## src/rtl/bsram_pkg.sv

```systemverilog
// Package: shared lane types and the lane-mask rule for the burst SRAM control.
// Assumes active-low write controls; global enable overrides per-lane strobes.
package bsram_pkg;
    localparam int LANE_W = 8;

    // Lane mask for a write-capable edge: global wins, else byte enable AND lane strobe.
    function automatic logic [3:0] lane_mask4(input logic gwe_n, input logic bwe_n,
                                              input logic [3:0] lane_n);
        if (!gwe_n)
            return 4'b1111;
        else if (!bwe_n)
            return ~lane_n;
        else
            return 4'b0000;
    endfunction
endpackage

```

## src/rtl/bsram_cmd_decode.sv

```systemverilog
// Module: edge classifier and write/output-enable decode.
// Classifies each edge as processor start, controller start, continuation or
// deselect, and keeps the burst-open and last-edge-wrote flags.
// Assumes the address sequencer acts on burst_adv.
module bsram_cmd_decode
    import bsram_pkg::*;
#(
    parameter int LANES = 4
) (
    input  logic             clk,
    input  logic             rst_n,
    input  logic             p_strobe_n,
    input  logic             c_strobe_n,
    input  logic             adv_n,
    input  logic             gwe_n,
    input  logic             bwe_n,
    input  logic [LANES-1:0] lane_n,
    input  logic             oe_n,
    input  logic             sel,
    output logic [LANES-1:0] byte_we,
    output logic             din_load,
    output logic             burst_adv,
    output logic             dq_oe
);
    logic p_start, c_start, cont, drop, wr_edge;
    logic open_q, wrote_q;
    logic [LANES-1:0] mask;

    // Classify the current edge from the strobes, select and burst state.
    always_comb begin
        p_start = !p_strobe_n && sel;
        c_start = !c_strobe_n && p_strobe_n && sel;
        cont    = p_strobe_n && c_strobe_n && open_q;
        drop    = (!p_strobe_n || !c_strobe_n) && !sel;
        wr_edge = c_start || cont;
    end

    // Per-lane write enables: zero except on controller starts and continuations.
    generate
        if (LANES == 4) begin : g_mask4
            always_comb mask = wr_edge ? lane_mask4(gwe_n, bwe_n, lane_n) : '0;
        end else begin : g_maskn
            always_comb begin
                if (!wr_edge)       mask = '0;
                else if (!gwe_n)    mask = '1;
                else if (!bwe_n)    mask = ~lane_n;
                else                mask = '0;
            end
        end
    endgenerate

    // Drive the edge-level outputs.
    always_comb begin
        byte_we   = mask;
        din_load  = |mask;
        burst_adv = cont && !adv_n;
        dq_oe     = open_q && !oe_n && !wrote_q;
    end

    // Track whether a burst is open.
    always_ff @(posedge clk) begin
        if (!rst_n)                 open_q <= 1'b0;
        else if (p_start || c_start) open_q <= 1'b1;
        else if (drop)              open_q <= 1'b0;
    end

    // Remember whether the last edge wrote any lane (forces the bus off).
    always_ff @(posedge clk) begin
        if (!rst_n) wrote_q <= 1'b0;
        else        wrote_q <= |mask;
    end


    proc_start_no_write_chk: assert property (@(posedge clk) disable iff (!rst_n)
        (!p_strobe_n && sel) |-> (byte_we == '0 && !din_load));

    bus_off_after_write_chk: assert property (@(posedge clk) disable iff (!rst_n)
        (|byte_we) |=> !dq_oe);

    deselect_closes_chk: assert property (@(posedge clk) disable iff (!rst_n)
        (!c_strobe_n && !sel) |=> !dq_oe);

    no_adv_without_cont_chk: assert property (@(posedge clk) disable iff (!rst_n)
        (!p_strobe_n || !c_strobe_n || adv_n) |-> !burst_adv);
endmodule

```

## src/rtl/bsram_lane_array.sv

```systemverilog
// Module: lane-split storage array with flow-through read.
// Each byte lane is its own memory, written when its enable is high.
// Assumes one write port and one read address, both equal to wa.
module bsram_lane_array
    import bsram_pkg::*;
#(
    parameter int LANES = 4,
    parameter int AW    = 4
) (
    input  logic                    clk,
    input  logic [AW-1:0]           wa,
    input  logic [LANES-1:0]        we,
    input  logic [LANES*LANE_W-1:0] wdata,
    output logic [LANES*LANE_W-1:0] rdata
);
    localparam int DEPTH = 1 << AW;

    generate
        for (genvar g = 0; g < LANES; g++) begin : g_lane
            logic [LANE_W-1:0] mem [DEPTH];
            // Write this lane's byte when its enable is set.
            always_ff @(posedge clk) begin
                if (we[g]) mem[wa] <= wdata[g*LANE_W +: LANE_W];
            end
            // Flow-through read of this lane.
            always_comb rdata[g*LANE_W +: LANE_W] = mem[wa];
        end
    endgenerate
endmodule

```

## src/rtl/bsram_cycle_ctl.sv

```systemverilog
// Module: top of the burst SRAM cycle and byte-write control.
// Joins the edge decoder and the lane array. Assumes wa comes from an
// external sequencer that steps on burst_adv.
module bsram_cycle_ctl
    import bsram_pkg::*;
#(
    parameter int LANES = 4,
    parameter int AW    = 4,
    localparam int DW   = LANES * LANE_W
) (
    input  logic             clk,
    input  logic             rst_n,
    input  logic             p_strobe_n,
    input  logic             c_strobe_n,
    input  logic             adv_n,
    input  logic             gwe_n,
    input  logic             bwe_n,
    input  logic [LANES-1:0] lane_n,
    input  logic             oe_n,
    input  logic             sel,
    input  logic [AW-1:0]    wa,
    input  logic [DW-1:0]    din,
    output logic [DW-1:0]    dout,
    output logic             dq_oe,
    output logic [LANES-1:0] byte_we,
    output logic             din_load,
    output logic             burst_adv
);
    bsram_cmd_decode #(.LANES(LANES)) u_dec (
        .clk(clk), .rst_n(rst_n), .p_strobe_n(p_strobe_n), .c_strobe_n(c_strobe_n),
        .adv_n(adv_n), .gwe_n(gwe_n), .bwe_n(bwe_n), .lane_n(lane_n), .oe_n(oe_n),
        .sel(sel), .byte_we(byte_we), .din_load(din_load), .burst_adv(burst_adv),
        .dq_oe(dq_oe)
    );

    bsram_lane_array #(.LANES(LANES), .AW(AW)) u_arr (
        .clk(clk), .wa(wa), .we(byte_we), .wdata(din), .rdata(dout)
    );


    global_all_lanes_chk: assert property (@(posedge clk) disable iff (!rst_n)
        (!c_strobe_n && p_strobe_n && sel && !gwe_n) |-> (byte_we == '1));

    load_tracks_write_chk: assert property (@(posedge clk) disable iff (!rst_n)
        din_load == (byte_we != '0));

    oe_gate_chk: assert property (@(posedge clk) disable iff (!rst_n)
        oe_n |-> !dq_oe);

    write_lands_chk: assert property (@(posedge clk) disable iff (!rst_n)
        (byte_we == '1) |=> (dout == $past(din) || wa != $past(wa)));
endmodule

```

## config.mk

```make
export PLATFORM = sky130hd
export DESIGN_NAME = bsram_cycle_ctl
export DESIGN_NICKNAME = d
export VERILOG_FILES = /design/src/rtl/bsram_pkg.sv /design/src/rtl/bsram_cmd_decode.sv /design/src/rtl/bsram_lane_array.sv /design/src/rtl/bsram_cycle_ctl.sv
export SDC_FILE = /design/constraint.sdc
export NUM_CORES = 1
export LEC_CHECK = 0
export ABC_AREA = 1
export BUFFER_PORTS_ARGS = -buffer_cell sky130_fd_sc_hd__buf_4
export CAP_MARGIN = 25
export CORE_UTILIZATION = 50
export CTS_BUF_LIST = sky130_fd_sc_hd__clkbuf_8 sky130_fd_sc_hd__clkbuf_16
export DETAILED_ROUTE_END_ITERATION = 10
export GPL_TIMING_DRIVEN = 0
export PLACE_DENSITY = 0.75
export SLEW_MARGIN = 20
export SYNTH_ARGS = -nofsm -noshare
export SYNTH_HDL_FRONTEND = slang
export SYNTH_SLANG_ARGS = --single-unit
export TNS_END_PERCENT = 30
```

## constraint.sdc

```tcl
create_clock -name clk -period 1.9 [get_ports clk]
set_clock_uncertainty 0.1 [all_clocks]
set_input_delay 0.095 -clock clk [delete_from_list [all_inputs] [get_ports clk]]
set_output_delay 0.095 -clock clk [all_outputs]
set_load 0.005 [all_outputs]
```

==> qor.yml, run 1 <==
worst_setup_path:
  path_class: "in -> reg"
  crit_arrival_ns: 2.22
  worstPathRequired_ns: 2.01
  end_kind: "flop"
  start_kind: "input pin"
  cp_max_fo: 10
clock_tree:
  cts_tree: "built"
  h-tree-depth: 2
  root_buffer: "clkbuf_16"
  insertion_delay_ns: 0.58
  cts_num_sinks: 514
  cts.clk_slew.worst_paths_ns: 0.06
  numCtsBuffers: 52
  clockBufferDepth: 3
die:
  dieArea_mm2: 0.0447
  rows: 76
  die_y_um: 211
  pin_count: 88
  initial_core_util_pct: 50.8
  die_w_um: 211
  core_mm2: 0.0432
logic_synthesis:
  yosysTopAreaCell: "edfxtp_1"
  avgSynthCellArea_um2: 10.1
  syn_area_mm2: 0.0219
  synth.distinct_cells: 19
  ys_top_cells_by_area: "edfxtp_1 70%, nand2_1 24%, inv_1 1.2%"
  ys_ff_latch: 514
  synth_warnings: 0
  synthCells: 2175
  synth_nets: 2224
  synth_top_area_share_pct: 70.2
  synth.yosys.seq_area_share_pct: 70.3
detailed_routing:
  dr_wl_met2_um: 29000
  met3WireLength_um: 6730
  m1WireLength_um: 22600
  drc: 0
  drt_wl_total_um: 60600
  drt_pass1_iterations: 6
  routedWlPerCell_um: 20.4
  highest_layer: "met4"
  dr.first_iter.drc_count: 1643
  via_per_inst: 5.36
  ant_nets: 0
  dr_total_vias: 15959
layout:
  final_cell_mix: "1368 x nand2_1, 512 x edfxtp_1, 119 x buf_4"
  syn_to_final_growth_pct: 17.6
  drive_gt1_share_pct: 15.0
  antenna_cells: 0
  layout_commonest_cell: "nand2_1"
  fin_area_mm2: 0.0258
  n_fill_cell: 3476
  final_nets: 2405
placement:
  globalplace.congestion: 0.935
  placed_area_mm2: 0.0233
  portBuffers: 85
  hpwl_um: 39100
pwr:
  clockPowerShare_pct: 39.5
  combPwrFrac_pct: 7.9
  p_int_w: 0.0184
  p_leak_nw: 10.9
  p_sw_w: 0.00546
  power_w: 0.0239
  switching_share_pct: 22.9
  irDropWorstVdd_v: 0.000743
  p_per_area_mw_per_mm2: 926
  seq_power_share_pct: 52.5
flow_run:
  cap_violations: 0
timing:
  tightest_slew_ns: 0.933
  maxSlewHeadroom_pct: 37.6
  setup_viol: 92
  finalCritPeriodShare_pct: 111
  slew_violations: 0
  setup_ws_ns: -0.204
  hold_viol_final: 0
  period_needed_ns: 2.10
  rsz0062_at_grt: "yes"
  fmax_mhz: 475
grt:
  grt_max_degree: 17
  grt_pass1_vias: 15606
  grtUsageTotal_pct: 27.3
  grt_pass1_wl_um: 88900
  grt.overflow.total: 0
  grt_antenna_before_repair: 0
status:
  violations: "negative setup slack"
  outcome: "finished, violations left"
worst_hold_path:
  min_path_type: "in -> reg"
==> state kept, by name, indices dropped and copies added, names as in the netlist <==
register	count
u_arr.g_lane.mem	512
u_dec.wrote_q	1
u_dec.open_q	1
==> what timing repair did <==
action,CTS,global route
hold buffers,37,0
hold endpoints to repair,514,0
setup buffers,0,4
pin swaps,1,17
cloned,0,1
setup endpoints to repair,533,407
resized for setup,71,90
==> cells in the mapped netlist, drive strengths merged <==
library cell / instances
nor3b: 1
nand3: 1
buf: 93
nor2: 71
inv: 74
nand2: 1402
o21ai: 6
edfxtp: 512
dfxtp: 2
clkinv: 1
nand3b: 1
clkbuf: 9
a21oi: 2
==> logic make-up (layout without fill, tap and decap cells) <==
| group | Yosys count | in the layout | synth area share, % |
|---|---|---|---|
| AO/OA/AOI/OAI | 8 | 8 | 0.183 |
| buffers and inverters | 177 | 394 | 4.12 |
| flip-flops | 514 | 514 | 70.3 |
| AND/OR/NAND/NOR | 1476 | 1476 | 25.4 |
==> power groups by stage <==
stage | logic (W) | clock network [W] | registers, W
2_1_floorplan | 0.000869 | 0 | 0.0128
3_3_place_gp | 0.00162 | 0 | 0.0128
3_5_place_dp | 0.00167 | 0 | 0.0128
4_1_cts | 0.00178 | 0.00947 | 0.0125
5_1_grt | 0.00205 | 0.00989 | 0.0125
6_report | 0.00190 | 0.00943 | 0.0125
==> metal layers <==
metal / GRT usage, % / vias up
li1: - / 7311
met1: 35.1 / 7548
met2: 45.2 / 923
met3: 6.36 / 177
met4: 10.6 / 0
met5: 0.445 / -
==> worst max-delay path, stage by stage <==
cell and delay, ns:
buf_4 0.13, nor2_2 0.48, buf_2 0.40, nand2_1 0.30
nor2_1 0.80
==> final cells by class <==
class	instances	area (um2)	area share (%)
sequential	514	15400	59.8
multi-input combinational	1484	6050	23.5
clock buffer	53	1330	5.15
timing repair buffer	127	1080	4.19
tap	585	732	2.84
buffer	102	671	2.60
inverter	75	284	1.10
clock inverter	37	211	0.821
==> final timing paths <==
check	startpoint	endpoint	slack (ns)	cells past startpoint
worst min register to register	u_dec.open_q	u_arr.g_lane[2].mem[15][7]	0.88	4
worst max register to register	u_dec.open_q	u_arr.g_lane[0].mem[6][3]	-0.07	4
worst max-delay path	wa[2]	u_arr.g_lane[2].mem[1][0]	-0.20	5
worst min-delay path	lane_n[0]	u_arr.g_lane[0].mem[0][7]	0.15	4
==> metrics by stage <==
stage                     instances  hold WS, ns  TNS (ns)  setup WS (ns)  util [%]
final                          2977        0.147     -7.72         -0.204      59.7
after global routing           2977        0.141     -9.90         -0.173      59.7
after CTS                      2972        0.157    -31.00         -0.219      58.8
after detailed placement       2845        0.256   -336.68         -0.992      53.9
after global placement         2845        0.247   -301.14         -0.890      53.9
after floorplan                2175       0.0939         0          0.175         -
Note: power is estimated with default switching activity, not from simulation.
==> run 2: changes to the inputs <==
--- a/config.mk
+++ b/config.mk
@@ -10,2 +10,3 @@
 export CAP_MARGIN = 25
+export CORE_MARGIN = 2
 export CORE_UTILIZATION = 50
==> constraint.sdc (replaced) <==
create_clock -name clk -period 1.9 [get_ports clk]
set_clock_uncertainty 0.1 [all_clocks]
set_input_delay 0.19 -clock clk [delete_from_list [all_inputs] [get_ports clk]]
set_output_delay 0.19 -clock clk [all_outputs]
set_load 0.005 [all_outputs]
==> run 2 against run 1 <==
  * The flow still finishes with violations (negative setup slack)
  * Critical path depth up 2
  * Non-clock buffer count up 16
  * Register-to-register slack worse by 0.03 ns
  * Fmax up 5.3%
  * Via count down 0.83%
  * Critical endpoint is now u_arr.g_lane[3].mem[6][0]
  * Largest cell class unchanged
  * Routed wire length down 0.44%
  * Final area up 1.2%
==> qor.yml, run 2 (synthesis gave the netlist of run 1 again) <==
status:
  violations: "negative setup slack"
  outcome: "finished, violations left"
layout:
  final_nets: 2420  # +0.62%
  layout_commonest_cell: "nand2_1"
  n_fill_cell: 3455  # -0.60%
  antenna_cells: 0  # unchanged
  fin_area_mm2: 0.0261  # +1.2%
  stdcell_count: 2995  # +0.60%
  final_cell_mix: "1356 x nand2_1, 512 x edfxtp_1, 116 x buf_4"
  syn_to_final_growth_pct: 19.0
  largest_reg_flops: 512  # unchanged
  drive_gt1_share_pct: 16.8  # +1.8 points
  reg.largest.list: "u_arr.g_lane.mem x512, u_dec.open_q x1, u_dec.wrote_q x1"
  regMostFlops: "u_arr.g_lane.mem"
placement:
  hpwl_um: 38900  # -0.38%
  pre_cts_ws_ns: -1.00  # -0.0123 ns
  dpl.cell_count: 2848  # +0.11%
  portBuffers: 85  # unchanged
  globalplace.congestion: 0.922  # -1.4%
  placed_area_mm2: 0.0233  # +0.13%
clock_tree:
  root_buffer: "clkbuf_16"
  numCtsBuffers: 51  # -1.9%
  cts_tree: "built"
  cts_num_sinks: 514  # unchanged
  clockBufferDepth: 3  # unchanged
  h-tree-depth: 2  # unchanged
  cts.clk_slew.worst_paths_ns: 0.06  # about the same
  insertion_delay_ns: 0.57  # about the same
detailed_routing:
  drt_wl_total_um: 60300  # -0.44%
  drt_pass1_iterations: 6  # unchanged
  via_per_inst: 5.28  # -1.4%
  ant_nets: 0  # unchanged
  dr.first_iter.drc_count: 1942  # +18%
  routedWlPerCell_um: 20.1  # -1.0%
  dr_total_vias: 15827  # -0.83%
  drc: 0  # unchanged
timing:
  slew_violations: 0  # unchanged
  tightest_slew_ns: 0.802  # -0.131 ns
  finalCritPeriodShare_pct: 105  # -5.5 points
  maxSlewHeadroom_pct: 46.4  # +8.8 points
  rsz0062_at_grt: "yes"
  fmax_mhz: 500  # +5.3%
  setup_ws_ns: -0.0983  # +0.105 ns
  period_needed_ns: 2.00  # -0.105 ns
  setup_viol: 127  # +38%
  tns_ns: -5.54  # +2.18 ns
  holdWs_ns: 0.121  # -0.0263 ns
  hold_viol_final: 0  # unchanged
grt:
  grt_antenna_before_repair: 2  # +2
  grt_pass1_wl_um: 88200  # -0.84%
  grt_pass1_vias: 15210  # -2.5%
  grt_max_degree: 17  # unchanged
  grtUsageTotal_pct: 26.6  # -0.75 points
  grt.overflow.total: 0  # unchanged
worst_setup_path:
  crit_arrival_ns: 2.11  # -0.11 ns
  cp_max_fo: 8  # -2
  end_kind: "flop"
  start_kind: "flop"
  path_class: "reg -> reg"
  worstPathRequired_ns: 2.01  # about the same
die:
  pin_count: 88  # unchanged
  core_mm2: 0.0432  # unchanged
  initial_core_util_pct: 50.8  # unchanged
  die_y_um: 213  # +0.95%
  dieArea_mm2: 0.0455  # +1.9%
  die_w_um: 213  # +0.95%
  rows: 76  # unchanged
pwr:
  irDropWorstVdd_v: 0.000732  # -1.6%
  p_leak_nw: 11.0  # +1.3%
  p_per_area_mw_per_mm2: 928  # +0.26%
flow_run:
  cap_violations: 0  # unchanged
worst_hold_path:
  min_path_type: "in -> reg"
==> run 2: changes by cell type in the layout (fill, tap and decap cells not counted), sizes merged <==
| cell | delta |
|---|---|
| buf | +9 |
| bufinv | +3 |
| clkbuf | +6 |
| clkinv | +4 |
| dlygate4sd3 | -1 |
| inv | -3 |
==> run 2: per-layer routing <==
layer	up-vias	track usage (%)	share of wire [%]
met1	7368	35.8	38
met4	0	11.1	4.2
met3	182	4.07	11
met5	-	0	0
li1	7342	-	-
met2	935	43.6	47
==> run 2: cell type report <==
| class | instances | area (um2) | share of cell area [%] |
|---|---|---|---|
| flip-flops and latches | 514 | 15400 | 59.1 |
| well taps | 585 | 732 | 2.81 |
| multi-input cells | 1484 | 6030 | 23.1 |
| inverters | 75 | 303 | 1.16 |
| clock inverters | 41 | 307 | 1.18 |
| repair buffers | 143 | 1310 | 5.03 |
| plain buffers | 102 | 699 | 2.68 |
| clock buffers | 51 | 1280 | 4.89 |
==> run 2: power breakdown <==
group | leakage (nW) | internal (W) | switching (W)
logic | 5.57 | 0.000663 | 0.00130
clock network | 0.814 | 0.00553 | 0.00419
registers | 4.62 | 0.0125 | 0.0000110
total | 11.0 | 0.0187 | 0.00550
==> run 2: through the flow <==
stage | power [W] | utilization, %
after floorplan | 0.0136 | -
after detailed placement | 0.0144 | 54.0
final | 0.0242 | 60.4
after CTS | 0.0241 | 59.1
after global routing | 0.0248 | 60.4
after global placement | 0.0144 | 53.9
==> run 2: final timing paths <==
| path | from | endpoint | slack (ns) | cells past startpoint |
|---|---|---|---|---|
| hold / removal | c_strobe_n | u_dec.wrote_q | 0.12 | 5 |
| hold reg to reg | u_dec.open_q | u_dec.wrote_q | 0.68 | 4 |
| setup reg to reg | u_dec.open_q | u_arr.g_lane[3].mem[6][0] | -0.1 | 7 |
| setup / recovery | u_dec.open_q | u_arr.g_lane[3].mem[6][0] | -0.1 | 7 |
==> run 2: timing repair <==
item / CTS / global route
gates cloned: 0 / 2
gates resized for setup: 86 / 121
buffers inserted: 4 / 13
pin swaps: 9 / 62
endpoints found under the setup margin: 540 / 390
hold buffers: 36 / 0
endpoints found under the hold margin: 514 / 0
==> run 2: worst max-delay path, stage by stage (launching register included) <==
cell and delay [ns]:
dfxtp_2 0.35, nand3_4 0.09, nand2_8 0.15, buf_12 0.12
nand2_8 0.07, buf_12 0.19, buf_4 0.14, nor2_2 0.41
==> run 3: changes to the inputs <==
ABC_AREA = unset   (was 1)
GPL_ROUTABILITY_DRIVEN = 0   (was unset)
==> run 3 against run 2 <==
  * Critical endpoint is now dout[30]
  * Die area decreased by 10%
  * Clock-buffer cell count decreased by 2
  * The run still ends with negative setup slack left
  * Synthesized cell count decreased by 59%
  * Routed wire length decreased by 20%
  * Synthesized area decreased by 10%
  * Total power decreased by 4.0%
  * Clock power decreased by 6.4%
  * Largest power group unchanged
  * Sequential cell count unchanged
==> qor.yml, run 3 <==
logic_synthesis:
  avgSynthCellArea_um2: 21.8  # +120%
  synth_warnings: 0  # unchanged
  ys_ff_latch: 514  # unchanged
  syn_area_mm2: 0.0196  # -10%
  synth_top_area_share_pct: 78.3  # +8.1 points
  synth.most_common_cell: "edfxtp_1"
  postSynth.asyncResetShare_pct: 0  # unchanged
  synthCells: 900  # -59%
  ys_top_cells_by_area: "edfxtp_1 78%, mux4_2 15%, a22oi_1 2.4%"
  synth.distinct_cells: 22  # +3
  yosysTopAreaCell: "edfxtp_1"
  synth-main-ff-cell: "edfxtp_1"
  synth_edf_count: 512  # unchanged
  synth_top_cells_by_count: "512 x edfxtp_1, 128 x mux4_2, 64 x a22oi_1"
  synth_nets: 949  # -57%
  synth.yosys.seq_area_share_pct: 78.5  # +8.1 points
placement:
  hpwl_um: 27400  # -30%
  pre_cts_ws_ns: -1.23  # -0.222 ns
  portBuffers: 82  # -3.5%
  dpl.cell_count: 1505  # -47%
clock_tree:
  insertion_delay_ns: 0.56  # about the same
  clockBufferDepth: 3  # unchanged
  cts_num_sinks: 514  # unchanged
  cts.clk_slew.worst_paths_ns: 0.07  # about the same
  numCtsBuffers: 49  # -3.9%
  cts_tree: "built"
  h-tree-depth: 2  # unchanged
  root_buffer: "clkbuf_16"
grt:
  grt_antenna_before_repair: 1  # -1
  grt_max_degree: 17  # unchanged
  grt_pass1_vias: 10360  # -32%
  grtUsageTotal_pct: 22.6  # -4.0 points
  grt.overflow.total: 0  # unchanged
  grt_pass1_wl_um: 66800  # -24%
worst_setup_path:
  crit_path_start: "u_arr.g_lane[3].mem[3][6]"
  end_kind: "output port"
  crit_arrival_ns: 1.98  # -0.13 ns
  r2r_end: "u_arr.g_lane[2].mem[4][3]"
  cpPeakStageDelay_ns: 0.54  # +0.13 ns
  cp_max_fo: 1  # -7
  start_kind: "flop"
  r2r_start: "u_dec.open_q"
  critical-path-top-delay-family: "multiplexers"
  cpMaxStageDelayCell: "mux4_2"
  critPathBufInv: 1  # -2
  cp_cell_sequence: "mux4_2, a22oi_2, nand2_2, buf_6"
  worstPathRequired_ns: 1.61  # -0.40 ns
  reg2reg_depth: 7  # unchanged
  path_class: "reg -> out"
  rrSetupSlack_ns: -0.18  # -0.08 ns
worst_hold_path:
  worstHoldStart: "gwe_n"
  min_path_type: "in -> reg"
  holdPathStages: 4  # -1
  hold_end: "u_dec.wrote_q"
flow_run:
  cap_violations: 0  # unchanged
status:
  outcome: "finished, violations left"
  violations: "negative setup slack"
layout:
  layout_commonest_cell: "edfxtp_1"
  syn_to_final_growth_pct: 24.7
  drive_gt1_share_pct: 44.6  # +28 points
  largest_reg_flops: 512  # unchanged
  reg.largest.list: "u_arr.g_lane.mem x512, u_dec.open_q x1, u_dec.wrote_q x1"
  final_nets: 1170  # -52%
  n_fill_cell: 2470  # -29%
  regArea_mm2: 0.0154  # unchanged
  antenna_cells: 0  # unchanged
  stdcell_count: 1676  # -44%
  fin_util_pct: 63.2  # +2.8 points
  regMostFlops: "u_arr.g_lane.mem"
  final_cell_mix: "512 x edfxtp_1, 128 x mux4_2, 89 x buf_4"
  multi_input_area_mm2: 0.00477  # -21%
detailed_routing:
  drt_pass1_iterations: 5  # -1
  drt_wl_total_um: 48100  # -20%
  via_per_inst: 6.21  # +18%
  drc: 0  # unchanged
  dr_total_vias: 10409  # -34%
  routedWlPerCell_um: 28.7  # +42%
  ant_nets: 0  # unchanged
  dr.first_iter.drc_count: 1281  # -34%
pwr:
  p_per_area_mw_per_mm2: 948  # +2.2%
  irDropWorstVdd_v: 0.000609  # -17%
  p_leak_nw: 7.84  # -29%
die:
  initial_core_util_pct: 50.7  # about the same
  die_y_um: 202  # -5.2%
  pin_count: 88  # unchanged
  rows: 72  # -5.3%
  core_mm2: 0.0387  # -10%
  die_w_um: 202  # -5.2%
  dieArea_mm2: 0.0409  # -10%
timing:
  rsz0062_at_grt: "yes"
  maxSlewHeadroom_pct: 57.2  # +11 points
  slew_violations: 0  # unchanged
  setup_ws_ns: -0.373  # -0.275 ns
  hold_viol_final: 0  # unchanged
  finalCritPeriodShare_pct: 120  # +14 points
  tns_ns: -22.99  # -17.45 ns
  period_needed_ns: 2.27  # +0.275 ns
  tightest_slew_ns: 0.643  # -0.159 ns
  fmax_mhz: 440  # -12%
  setup_viol: 273  # +110%
[run 3: changes by cell type after synthesis, moves of 16 or more]
cell	delta
nand2_1	-1355
mux4_2	+128
inv_1	-67
a22oi_1	+64
buf_2	-36
buf_4	-32
clkbuf_1	+16
[run 3: cell families (layout without fill, tap and decap cells)]
logic type / count (synthesis) / count (layout) / synth area share [%]
and+or+nand+nor: 129 / 129 / 2.68
AOI/OAI and AO/OA: 71 / 71 / 2.68
DFF: 514 / 514 / 78.5
muxes: 129 / 129 / 14.7
buffers and inverters: 57 / 315 / 1.45
[run 3: repair_timing]
action	CTS	global route
pin swaps	38	57
hold buffers	36	0
gates resized for setup	213	100
buffers inserted	21	25
endpoints found under the hold margin	514	0
cloned	2	0
endpoints found under the setup margin	544	468
[run 3: through the flow]
stage | area [um2] | hold slack, ns | total power (W)
finish | 24500 | 0.0675 | 0.0232
global route | 24500 | 0.0784 | 0.0238
CTS | 23800 | 0.00132 | 0.0231
detailed placement | 21000 | 0.306 | 0.0140
global placement | 20900 | 0.308 | 0.0139
floorplan | 19600 | 0.189 | 0.0134
[run 3: tightest hold or removal path, stage by stage]
cell	delay, ns
buf_4	0.12
inv_1	0.05
o211a_1	0.20
and2_1	0.13
[run 3: area by class of cell]
| class | instances | area share, % |
|---|---|---|
| Inverter | 5 | 0.148 |
| Tap cell | 518 | 2.65 |
| Clock inverter | 39 | 1.01 |
| Buffer | 51 | 1.70 |
| Multi-Input combinational cell | 329 | 19.5 |
| Clock buffer | 49 | 5.01 |
| Sequential cell | 514 | 62.9 |
| Timing Repair Buffer | 171 | 7.11 |
[run 3: worst max path at each step]
stage / to / depth (start not counted)
after floorplan: u_arr.g_lane[0].mem[3][0] / 5
after global placement: u_arr.g_lane[1].mem[3][3] / 5
after detailed placement: u_arr.g_lane[1].mem[2][3] / 5
after CTS: dout[23] / 4
after global routing: dout[29] / 4
final: dout[30] / 4
[run 3: where the power goes]
part / switching, W / total [W] / leakage [nW] / internal (W)
combinational: 0.000882 / 0.00161 / 2.45 / 0.000724
clock: 0.00403 / 0.00910 / 0.772 / 0.00507
sequential: 0.0000116 / 0.0125 / 4.62 / 0.0125
total: 0.00492 / 0.0232 / 7.84 / 0.0183
[run 3: layer usage]
metal	wire length (um)	GRT usage [%]	part of all wire, %	vias to the layer above
li1	-	-	-	4205
met1	18500	30.9	38	5472
met2	24400	36.5	51	625
met3	3800	4.53	7.9	105
met4	1350	8.55	2.8	2
met5	8	0	0.017	-
